[config.mk]
export PLATFORM = sky130hd
export DESIGN_NAME = posted_cas_sched
export DESIGN_NICKNAME = d
export VERILOG_FILES = /design/src/rtl/posted_cas_pkg.sv /design/src/rtl/posted_cas_ctrl.sv /design/src/rtl/posted_cas_datapath.sv /design/src/rtl/posted_cas_sched.sv
export SDC_FILE = /design/constraint.sdc
export NUM_CORES = 1
export LEC_CHECK = 0
export BUFFER_PORTS_ARGS = -buffer_cell sky130_fd_sc_hd__buf_2
export CORE_ASPECT_RATIO = 0.5
export CORE_MARGIN = 5
export CORE_UTILIZATION = 61
export DETAILED_ROUTE_END_ITERATION = 8
export GPL_ROUTABILITY_DRIVEN = 0
export PLACE_DENSITY_LB_ADDON = 0.15
export SLEW_MARGIN = 20
export SYNTH_ARGS = -nofsm -noshare
export SYNTH_HDL_FRONTEND = slang
export SYNTH_SLANG_ARGS = --single-unit
[constraint.sdc]
create_clock -name clk -period 4.8 [get_ports clk]
set_input_delay 1.44 -clock clk [delete_from_list [all_inputs] [get_ports clk]]
set_output_delay 1.44 -clock clk [all_outputs]
set_load 0.02 [all_outputs]
[src/rtl/posted_cas_pkg.sv]
package posted_cas_pkg;

  typedef enum logic [1:0] {
    CMD_NOP   = 2'd0,
    CMD_READ  = 2'd1,
    CMD_WRITE = 2'd2,
    CMD_LOAD  = 2'd3
  } cmdKind_e;

  // Strobe bundle from control to the datapath: one push per accepted
  // column command, carrying the latencies it must keep.
  typedef struct packed {
    logic       push;
    logic       isWrite;
    logic [2:0] alTag;
    logic [2:0] clTag;
  } pushStrobe_t;

endpackage

[src/rtl/posted_cas_ctrl.sv]
module posted_cas_ctrl
  import posted_cas_pkg::*;
#(
  parameter int ADDR_W   = 14,
  parameter int BANK_W   = 2,
  parameter int AL_MAX   = 4,
  parameter int CL_MIN   = 2,
  parameter int CL_MAX   = 7,
  parameter int CL_RESET = 3,
  parameter int HT_BIT   = 7
) (
  input  logic              clk,
  input  logic              rstN,
  input  logic [1:0]        cmdKind,
  input  logic [BANK_W-1:0] cmdBank,
  input  logic [ADDR_W-1:0] cmdAddr,
  output logic [2:0]        alOut,
  output logic [2:0]        clOut,
  output logic              htOut,
  output logic              errOut,
  output pushStrobe_t       strobe
);

  localparam logic [2:0] AL_MAX_F   = 3'(AL_MAX);
  localparam logic [2:0] CL_MIN_F   = 3'(CL_MIN);
  localparam logic [2:0] CL_MAX_F   = 3'(CL_MAX);
  localparam logic [2:0] CL_RESET_F = 3'(CL_RESET);

  cmdKind_e          kindE;
  logic [2:0]        alReg, alNext;
  logic [2:0]        clReg, clNext;
  logic              htReg, htNext;
  logic              errReg, errNext;
  logic [2:0]        clField, alField;
  logic [ADDR_W-1:0] restBits;

  assign kindE   = cmdKind_e'(cmdKind);
  assign clField = cmdAddr[6:4];
  assign alField = cmdAddr[5:3];

  always_comb begin
    restBits         = cmdAddr;
    restBits[HT_BIT] = 1'b0;
  end

  // Mode-register decode: the bank bits pick the target register.
  always_comb begin
    alNext  = alReg;
    clNext  = clReg;
    htNext  = htReg;
    errNext = 1'b0;
    if (kindE == CMD_LOAD) begin
      unique case (cmdBank[1:0])
        2'b00: begin
          if (clField >= CL_MIN_F && clField <= CL_MAX_F) clNext = clField;
          else errNext = 1'b1;
        end
        2'b01: begin
          if (alField <= AL_MAX_F) alNext = alField;
          else errNext = 1'b1;
        end
        2'b10: begin
          if (restBits == '0) htNext = cmdAddr[HT_BIT];
          else errNext = 1'b1;
        end
        default: ;
      endcase
    end
  end

  always_ff @(posedge clk) begin
    if (!rstN) begin
      alReg  <= '0;
      clReg  <= CL_RESET_F;
      htReg  <= 1'b0;
      errReg <= 1'b0;
    end else begin
      alReg  <= alNext;
      clReg  <= clNext;
      htReg  <= htNext;
      errReg <= errNext;
    end
  end

  always_comb begin
    strobe.push    = (kindE == CMD_READ) || (kindE == CMD_WRITE);
    strobe.isWrite = (kindE == CMD_WRITE);
    strobe.alTag   = alReg;
    strobe.clTag   = clReg;
  end

  assign alOut  = alReg;
  assign clOut  = clReg;
  assign htOut  = htReg;
  assign errOut = errReg;

endmodule

[src/rtl/posted_cas_datapath.sv]
module posted_cas_datapath
  import posted_cas_pkg::*;
#(
  parameter int BANK_W = 2,
  parameter int COL_W  = 10,
  parameter int AL_MAX = 4,
  parameter int CL_MAX = 7
) (
  input  logic              clk,
  input  logic              rstN,
  input  pushStrobe_t       strobe,
  input  logic [BANK_W-1:0] inBank,
  input  logic [COL_W-1:0]  inCol,
  output logic              issueValid,
  output logic              issueWrite,
  output logic [BANK_W-1:0] issueBank,
  output logic [COL_W-1:0]  issueCol,
  output logic              rdStart,
  output logic [BANK_W-1:0] rdBank,
  output logic [COL_W-1:0]  rdCol,
  output logic              wrStart,
  output logic [BANK_W-1:0] wrBank,
  output logic [COL_W-1:0]  wrCol
);

  localparam int DEPTH = AL_MAX + CL_MAX + 1;
  localparam int LAT_W = $clog2(DEPTH + 2);

  logic [DEPTH-1:0]  stValid, stWrite;
  logic [BANK_W-1:0] stBank [DEPTH];
  logic [COL_W-1:0]  stCol  [DEPTH];
  logic [2:0]        stAl   [DEPTH];
  logic [2:0]        stCl   [DEPTH];
  logic [DEPTH-1:0]  issHit, rdHit, wrHit;

  // Stage 0 takes the new command.
  always_ff @(posedge clk) begin
    if (!rstN) begin
      stValid[0] <= 1'b0;
      stWrite[0] <= 1'b0;
      stBank[0]  <= '0;
      stCol[0]   <= '0;
      stAl[0]    <= '0;
      stCl[0]    <= '0;
    end else begin
      stValid[0] <= strobe.push;
      stWrite[0] <= strobe.isWrite;
      stBank[0]  <= inBank;
      stCol[0]   <= inCol;
      stAl[0]    <= strobe.alTag;
      stCl[0]    <= strobe.clTag;
    end
  end

  // Each later stage ages its entry by one clock.
  for (genvar s = 1; s < DEPTH; s++) begin : g_shift
    always_ff @(posedge clk) begin
      if (!rstN) begin
        stValid[s] <= 1'b0;
        stWrite[s] <= 1'b0;
        stBank[s]  <= '0;
        stCol[s]   <= '0;
        stAl[s]    <= '0;
        stCl[s]    <= '0;
      end else begin
        stValid[s] <= stValid[s-1];
        stWrite[s] <= stWrite[s-1];
        stBank[s]  <= stBank[s-1];
        stCol[s]   <= stCol[s-1];
        stAl[s]    <= stAl[s-1];
        stCl[s]    <= stCl[s-1];
      end
    end
  end

  // An entry at stage s is s clocks past its accepting edge.
  for (genvar s = 0; s < DEPTH; s++) begin : g_taps
    logic [LAT_W-1:0] rlSum;
    assign rlSum    = LAT_W'(stAl[s]) + LAT_W'(stCl[s]);
    assign issHit[s] = stValid[s] && (LAT_W'(stAl[s]) == LAT_W'(s));
    assign rdHit[s]  = stValid[s] && !stWrite[s] && (rlSum == LAT_W'(s));
    assign wrHit[s]  = stValid[s] && stWrite[s] && (rlSum == LAT_W'(s + 1));
  end

  // Tag select: the oldest hitting entry wins (later loop step overrides).
  always_comb begin
    issueWrite = 1'b0;
    issueBank  = '0;
    issueCol   = '0;
    rdBank     = '0;
    rdCol      = '0;
    wrBank     = '0;
    wrCol      = '0;
    for (int s = 0; s < DEPTH; s++) begin
      if (issHit[s]) begin
        issueWrite = stWrite[s];
        issueBank  = stBank[s];
        issueCol   = stCol[s];
      end
      if (rdHit[s]) begin
        rdBank = stBank[s];
        rdCol  = stCol[s];
      end
      if (wrHit[s]) begin
        wrBank = stBank[s];
        wrCol  = stCol[s];
      end
    end
  end

  assign issueValid = |issHit;
  assign rdStart    = |rdHit;
  assign wrStart    = |wrHit;

endmodule

[src/rtl/posted_cas_sched.sv]
module posted_cas_sched
  import posted_cas_pkg::*;
#(
  parameter int ADDR_W   = 14,
  parameter int BANK_W   = 2,
  parameter int COL_W    = 10,
  parameter int AL_MAX   = 4,
  parameter int CL_MIN   = 2,
  parameter int CL_MAX   = 7,
  parameter int CL_RESET = 3
) (
  input  logic              clk,
  input  logic              rstN,
  input  logic [1:0]        cmdKind,
  input  logic [BANK_W-1:0] cmdBank,
  input  logic [ADDR_W-1:0] cmdAddr,
  output logic [2:0]        curAl,
  output logic [2:0]        curCl,
  output logic              htSelfRefresh,
  output logic              modeError,
  output logic              issueValid,
  output logic              issueWrite,
  output logic [BANK_W-1:0] issueBank,
  output logic [COL_W-1:0]  issueCol,
  output logic              rdStart,
  output logic [BANK_W-1:0] rdBank,
  output logic [COL_W-1:0]  rdCol,
  output logic              wrStart,
  output logic [BANK_W-1:0] wrBank,
  output logic [COL_W-1:0]  wrCol
);

  pushStrobe_t strobe;

  posted_cas_ctrl #(
    .ADDR_W(ADDR_W), .BANK_W(BANK_W), .AL_MAX(AL_MAX),
    .CL_MIN(CL_MIN), .CL_MAX(CL_MAX), .CL_RESET(CL_RESET), .HT_BIT(7)
  ) ctrl_i (
    .clk(clk), .rstN(rstN),
    .cmdKind(cmdKind), .cmdBank(cmdBank), .cmdAddr(cmdAddr),
    .alOut(curAl), .clOut(curCl), .htOut(htSelfRefresh), .errOut(modeError),
    .strobe(strobe)
  );

  posted_cas_datapath #(
    .BANK_W(BANK_W), .COL_W(COL_W), .AL_MAX(AL_MAX), .CL_MAX(CL_MAX)
  ) dp_i (
    .clk(clk), .rstN(rstN), .strobe(strobe),
    .inBank(cmdBank), .inCol(cmdAddr[COL_W-1:0]),
    .issueValid(issueValid), .issueWrite(issueWrite),
    .issueBank(issueBank), .issueCol(issueCol),
    .rdStart(rdStart), .rdBank(rdBank), .rdCol(rdCol),
    .wrStart(wrStart), .wrBank(wrBank), .wrCol(wrCol)
  );

endmodule

==> results of run 1 <==
==> through the flow <==
step / hold WS [ps] / power (mW)
after floorplan: 430 / 2.24
after global placement: 447 / 2.29
after detailed placement: 454 / 2.29
after CTS: 469 / 4.09
after global routing: 495 / 4.21
final: 469 / 4.10
==> repair_timing <==
item | in CTS | in global routing
buffers inserted | 13 | 13
setup endpoints to repair | 24 | 25
gates cloned | 2 | 0
pin swaps | 50 | 69
resized for setup | 127 | 154
==> power groups by stage <==
| stage | clock, mW | sequential, mW | combinational [mW] |
|---|---|---|---|
| after floorplan | 0 | 2.14 | 0.0950 |
| after global placement | 0 | 2.15 | 0.138 |
| after detailed placement | 0 | 2.15 | 0.141 |
| after CTS | 1.83 | 2.11 | 0.150 |
| after global routing | 1.92 | 2.11 | 0.175 |
| final | 1.82 | 2.11 | 0.163 |
==> routing by layer <==
| metal | up-vias | share of wire [%] |
|---|---|---|
| met5 | - | 0.035 |
| met4 | 2 | 3.0 |
| met3 | 139 | 13 |
| met2 | 708 | 44 |
| met1 | 5123 | 40 |
| li1 | 5024 | - |
==> area by class of cell <==
type	count	area, µm²
clock buffers	30	652
clock inverters	10	92.6
repair buffers	148	1130
multi-input cells	993	7730
flip-flops and latches	248	4980
fillers	1266	4350
well taps	266	333
inverters	25	93.8
==> cell families (layout without fill, tap and decap cells) <==
| logic type | after synthesis | count (layout) | share of synthesized area, % |
|---|---|---|---|
| AND/OR/NAND/NOR | 603 | 604 | 27.4 |
| AO/OA/AOI/OAI | 322 | 322 | 19.8 |
| flip-flops | 248 | 248 | 41.5 |
| buffers and inverters | 112 | 213 | 3.86 |
| adder cells (fa/ha/maj) | 50 | 50 | 5.98 |
| multiplexers | 14 | 14 | 1.29 |
| XOR/XNOR | 3 | 3 | 0.219 |
==> cell usage in the layout, fill, tap and decap left out, types with 6 or more instances in the layout <==
cell type / netlist / routed
a2111oi_4: 4 / 7
a211o_1: 10 / 10
a211oi_1: 25 / 17
a211oi_2: 2 / 9
a21oi_1: 58 / 40
a21oi_2: 0 / 15
a221oi_1: 35 / 21
a221oi_2: 1 / 9
a221oi_4: 0 / 6
a22oi_1: 34 / 30
a31oi_1: 14 / 10
and2_1: 249 / 243
buf_2: 12 / 46
buf_4: 7 / 73
buf_6: 0 / 25
clkbuf_16: 0 / 23
dfxtp_1: 248 / 239
dfxtp_2: 0 / 7
fa_2: 0 / 7
ha_1: 38 / 34
inv_1: 25 / 24
mux2_2: 11 / 11
nand2_1: 95 / 92
nand3_1: 40 / 31
nand3_2: 0 / 8
nand4_1: 8 / 8
nor2_1: 109 / 102
nor2_2: 0 / 6
nor2b_1: 10 / 10
nor3_1: 27 / 18
nor4_1: 12 / 7
o211ai_1: 8 / 8
o21a_1: 6 / 6
o21ai_0: 42 / 27
o21ai_1: 3 / 9
o21ai_2: 0 / 9
o221ai_1: 21 / 14
o22ai_1: 13 / 9
o31ai_2: 0 / 6
==> critical path, delay by kind of cell, from the launching register on <==
family / cells / cell delay [ps]
buffers and inverters: 5 / 680
DFF: 1 / 360
and+or+nand+nor: 1 / 160
AOI/OAI and AO/OA: 6 / 1360
adders and majority gates: 2 / 500
==> path summary, 6_finish.rpt <==
kind / start / end / slack, ps
min reg2reg: dp_i.stCl[9][2] / dp_i.stCl[10][2] / 470
max reg2reg: ctrl_i.alOut[1] / ctrl_i.alOut[1] / 4040
min: dp_i.stCl[9][2] / dp_i.stCl[10][2] / 470
max: dp_i.stAl[1][0] / rdBank[1] / -210
==> state kept, by name (all words and copies together), names as in the netlist <==
register and count:
dp_i.stWrite 12, dp_i.stValid 12, dp_i.stAl 36, dp_i.stCol 120, ctrl_i.clOut 3, dp_i.stBank 24
ctrl_i.alOut 3, ctrl_i.errOut 1, ctrl_i.htOut 1, dp_i.stCl 36
==> impl_metrics.toml, run 1 <==
[cts]
cts_tree = "built"
clock_sinks = 248
h-tree-depth = 1
cts-root-buf = "clkbuf_16"
clockBufferDepth = 3
insertion_delay_ps = 510
numCtsBuffers = 22
clk_pin_slew_ps = 70
hold_buffers = 0

[cells_and_area]
drive_gt1_share_pct = 26.5
nets = 1508
utilization_pct = 77.6
diodes = 0
instances_no_fill = 1720
postLayoutCellArea_um2 = 15000
syn_to_final_growth_pct = 25.4

[timing]
fmax_mhz = 200
drv_slew = 0
layout_setup_ws_ps = -208
rsz0062_at_grt = "true"
setup_tns_ps = -1860
max_slew_margin_pct = 53.0
layout_min_cycle_time_ps = 5010
period_share_pct = 104
tightestPinTransition_ps = 705
setup_viol_count_final = 13
hold_viol = 0
fin_skew_ps = 9.08

[global_route]
antenna_found_initial = 1
grt_pass1_vias = 10370
grt_pass1_wl_um = 56400
globalRouteMet1Util_pct = 42.1
grt-ovfl-total = 0
gr-usage-all-layers_pct = 30.6
grt_max_degree = 115
use_met2_pct = 48.6
grtUsageMet3_pct = 8.62
grt_busiest_layer = "met2"

[die]
placementRows = 36
die-area_um2 = 22700
ioPinCount = 68
die_y_um = 109
initial_core_util_pct = 61.8
core_area_um2 = 19400
die_x_um = 208

[route]
drt_iter0_drc = 1440
wirelength_um = 37200
drc_errors = 0
wl_per_cell_um = 21.7
ant_nets = 0
route.vias.total = 10996
vias_per_cell = 6.39
dr.pass1.iters = 6

[pwr]
power_density_nw_per_um2 = 273
p_leak_nw = 6.07
net-switching-power_mw = 0.938
seqPwrFrac_pct = 51.5
p_int_mw = 3.16
combPwrFrac_pct = 4.0
p_sw_share_pct = 22.9
clkPwrFrac_pct = 44.5
ir_drop_uv = 215

[logic_synthesis]
synth_ff_type = "dfxtp_1"
yosysTopAreaCell = "dfxtp_1"
synthArstFlopShare_pct = 0
ys_ff_latch = 248
synth_edf_count = 0
synth_most_common_cell = "and2_1"
synth_area_leaders = "dfxtp_1 41%, and2_1 13%, ha_1 4.0%, nor2_1 3.4%, nand2_1 3.0%"
ys_seq_area_share_pct = 41.5
syn_avg_cell_area_um2 = 8.86
synth_cell_types = 70
syn-num-nets = 1422
yosysWarnings = 0
synthesis.area_um2 = 12000
synth.cells.most_frequent = "249 x and2_1, 248 x dfxtp_1, 109 x nor2_1"
yosys.area.top_type_share_pct = 41.5
synth_cells = 1352

[worst_setup_path]
cpPeakStageDelay_ps = 400
cp_max_fo = 6
path_common_cell = "buf_6"
crit_type = "reg2out"
reg2reg_depth = 2
worst_setup_path_end_kind = "output pin"
cp_slowest_cell = "a2111oi_4"
critPathLaunchType = "flop"
worstPathCellList = "ha_4 > inv_2 > fa_2 > nor4bb_4 > a31o_2 > buf_6 > a2111oi_4 > buf_6 > a221oi_1 > o31a_1 > o221ai_2 > buf_4 > a21o_1 > buf_6"
crit_arrival_ps = 3570
cp.required_ps = 3360

[place]
numPortBuffers = 67
hpwl_um = 24700
dpl-instance-area_um2 = 12800
pre_cts_slack_ps = 33.9
dp.cells = 1655

[status]
violations = "negative setup slack"
status = "finished with violations"

[worst_hold_path]
whs_path_depth = 1
hold_path_class = "reg2reg"

[job]
cap_viol_max_count = 0
(Power assumes the default switching activity.)
==> inputs of run 2 (changes only) <==
--- a/config.mk
+++ b/config.mk
@@ -8,9 +8,10 @@
 export BUFFER_PORTS_ARGS = -buffer_cell sky130_fd_sc_hd__buf_2
 export CORE_ASPECT_RATIO = 0.5
 export CORE_MARGIN = 5
-export CORE_UTILIZATION = 61
+export CORE_UTILIZATION = 30
 export DETAILED_ROUTE_END_ITERATION = 8
 export GPL_ROUTABILITY_DRIVEN = 0
+export MAX_ROUTING_LAYER = met4
 export PLACE_DENSITY_LB_ADDON = 0.15
 export SLEW_MARGIN = 20
 export SYNTH_ARGS = -nofsm -noshare
==> run 2 against run 1 <==
The run still ends with negative setup slack left. Non-clock buffer count grew 48. Register-to-register slack gained 20 ps. Routed wire length grew 11%. First-iteration DRC count shrank 54%. Critical path type unchanged. Largest cell class unchanged.
==> impl_metrics.toml, run 2 (synthesis gave the netlist of run 1 again) <==
[status]
violations = "negative setup slack"
status = "finished with violations"

[die]
placementRows = 51
ioPinCount = 68
core_area_um2 = 39200
die_y_um = 151
die-area_um2 = 44300
die_x_um = 293
initial_core_util_pct = 30.6

[global_route]
antenna_found_initial = 0
grtUsageMet3_pct = 4.66
gr-usage-all-layers_pct = 18.3
globalRouteMet1Util_pct = 25.0
grt_busiest_layer = "met2"
use_met2_pct = 27.3
grt_pass1_wl_um = 62300
grt_pass1_vias = 10409
grt-ovfl-total = 0
grt_max_degree = 134

[timing]
fin_skew_ps = 21.9
layout_setup_ws_ps = -135
hold_viol = 0
setup_viol_count_final = 15
period_share_pct = 103
rsz0062_at_grt = "true"
fmax_mhz = 203
tightestPinTransition_ps = 752
max_slew_margin_pct = 49.9
drv_slew = 0
layout_min_cycle_time_ps = 4940
setup_tns_ps = -963

[worst_setup_path]
cp_max_fo = 5
cp.required_ps = 3360
cpLargestDelayFamily = "compound AO/OA/AOI/OAI gates"
crit_type = "reg2out"
worstPathCellList = "ha_4 > inv_2 > fa_2 > nor4bb_4 > a31o_4 > a2111oi_4 > buf_4 > buf_6 > a221oi_2 > o31ai_2 > a21oi_2 > o31ai_1 > buf_2"
critPathLaunchType = "flop"
worst_setup_path_end_kind = "output pin"
r2r_start = "dp_i.stCol[0][8]"
cpPeakStageDelay_ps = 380
cp_num_buf_inv = 4
cp_slowest_cell = "o31ai_2"
crit_start = "dp_i.stAl[1][0]"
crit_arrival_ps = 3500

[cells_and_area]
utilization_pct = 40.9
nets = 1560
reg_top3 = "dp_i.stCol: 120 flops, dp_i.stAl: 36 flops, dp_i.stCl: 36 flops"
largest_register = "dp_i.stCol"
largest_register_ff_count = 120
diodes = 0
mostFrequentLayoutCells = "244 x and2_1, 234 x dfxtp_1, 116 x buf_4, 97 x nor2_1, 90 x nand2_1"
syn_to_final_growth_pct = 33.8
instances_no_fill = 2039
final_common_cell = "and2_1"
drive_gt1_share_pct = 30.6

[pwr]
p_leak_nw = 6.45
net-switching-power_mw = 1.02
p_sw_share_pct = 23.4
power_density_nw_per_um2 = 272
seqPwrFrac_pct = 48.5
p_int_mw = 3.34
combPwrFrac_pct = 4.0
clkPwrFrac_pct = 47.5
ir_drop_uv = 128

[cts]
cts-root-buf = "clkbuf_16"
insertion_delay_ps = 560
numCtsBuffers = 26
clk_pin_slew_ps = 60
clockBufferDepth = 3
clock_sinks = 248
h-tree-depth = 1
hold_buffers = 0
cts_tree = "built"

[route]
drt_iter0_drc = 664
dr.pass1.iters = 6
wirelength_um = 41300
vias_per_cell = 5.20
route.vias.total = 10597
ant_nets = 0
wl_per_cell_um = 20.2
drc_errors = 0

[job]
cap_viol_max_count = 0

[place]
dp.cells = 1926
hpwl_um = 29400
numPortBuffers = 67

[worst_hold_path]
min_from = "dp_i.stAl[8][0]"
hold_path_class = "reg2reg"
==> run 2: changes by cell type in the layout (fill, tap and decap cells not counted), sizes merged, moves of 3 or more <==
cell      delta
clkinv       +4
clkbuf       +4
clkinvlp     -3
buf         +47
==> run 2: per-stage QoR <==
step | setup WS (ps) | hold WS, ps | instance area (µm²) | total power, mW
after floorplan | 532 | 430 | 12000 | 2.24
after global placement | -143 | 456 | 13100 | 2.30
after detailed placement | -96.3 | 448 | 13100 | 2.30
after CTS | -153 | 460 | 15000 | 4.38
after global routing | -245 | 490 | 16000 | 4.50
final | -135 | 462 | 16000 | 4.36
==> run 2: path summary, 6_finish.rpt <==
check,end,slack (ps),depth (start not counted)
max,rdCol[3],-140,13
min,dp_i.stAl[9][0],460,1
max reg2reg,dp_i.stCol[1][8],4060,1
min reg2reg,dp_i.stAl[9][0],460,1
==> run 2: power by group through the flow <==
stage	clock network, mW	registers, mW	logic (mW)
floorplan	0	2.14	0.0950
global placement	0	2.16	0.146
detailed placement	0	2.16	0.148
CTS	2.11	2.11	0.162
global route	2.20	2.12	0.191
finish	2.07	2.11	0.175
==> run 2: final cells by class <==
type | instances | area, µm²
Tap cell | 530 | 663
Sequential cell | 248 | 4990
Clock inverter | 13 | 128
Multi-Input combinational cell | 993 | 7880
Inverter | 25 | 93.8
Fill cell | 3858 | 23200
Clock buffer | 34 | 732
Timing Repair Buffer | 196 | 1540
==> run 2: per-layer routing <==
layer	routed length (µm)	part of all wire, %
met5	0	0
met4	980	2.4
met3	2620	6.4
met1	19700	48
met2	17900	43
==> run 2: what timing repair did <==
action	4_1_cts	5_1_grt
gates cloned	1	1
endpoints found under the setup margin	25	25
resized for setup	180	150
pin swaps	53	84
setup buffers	34	36
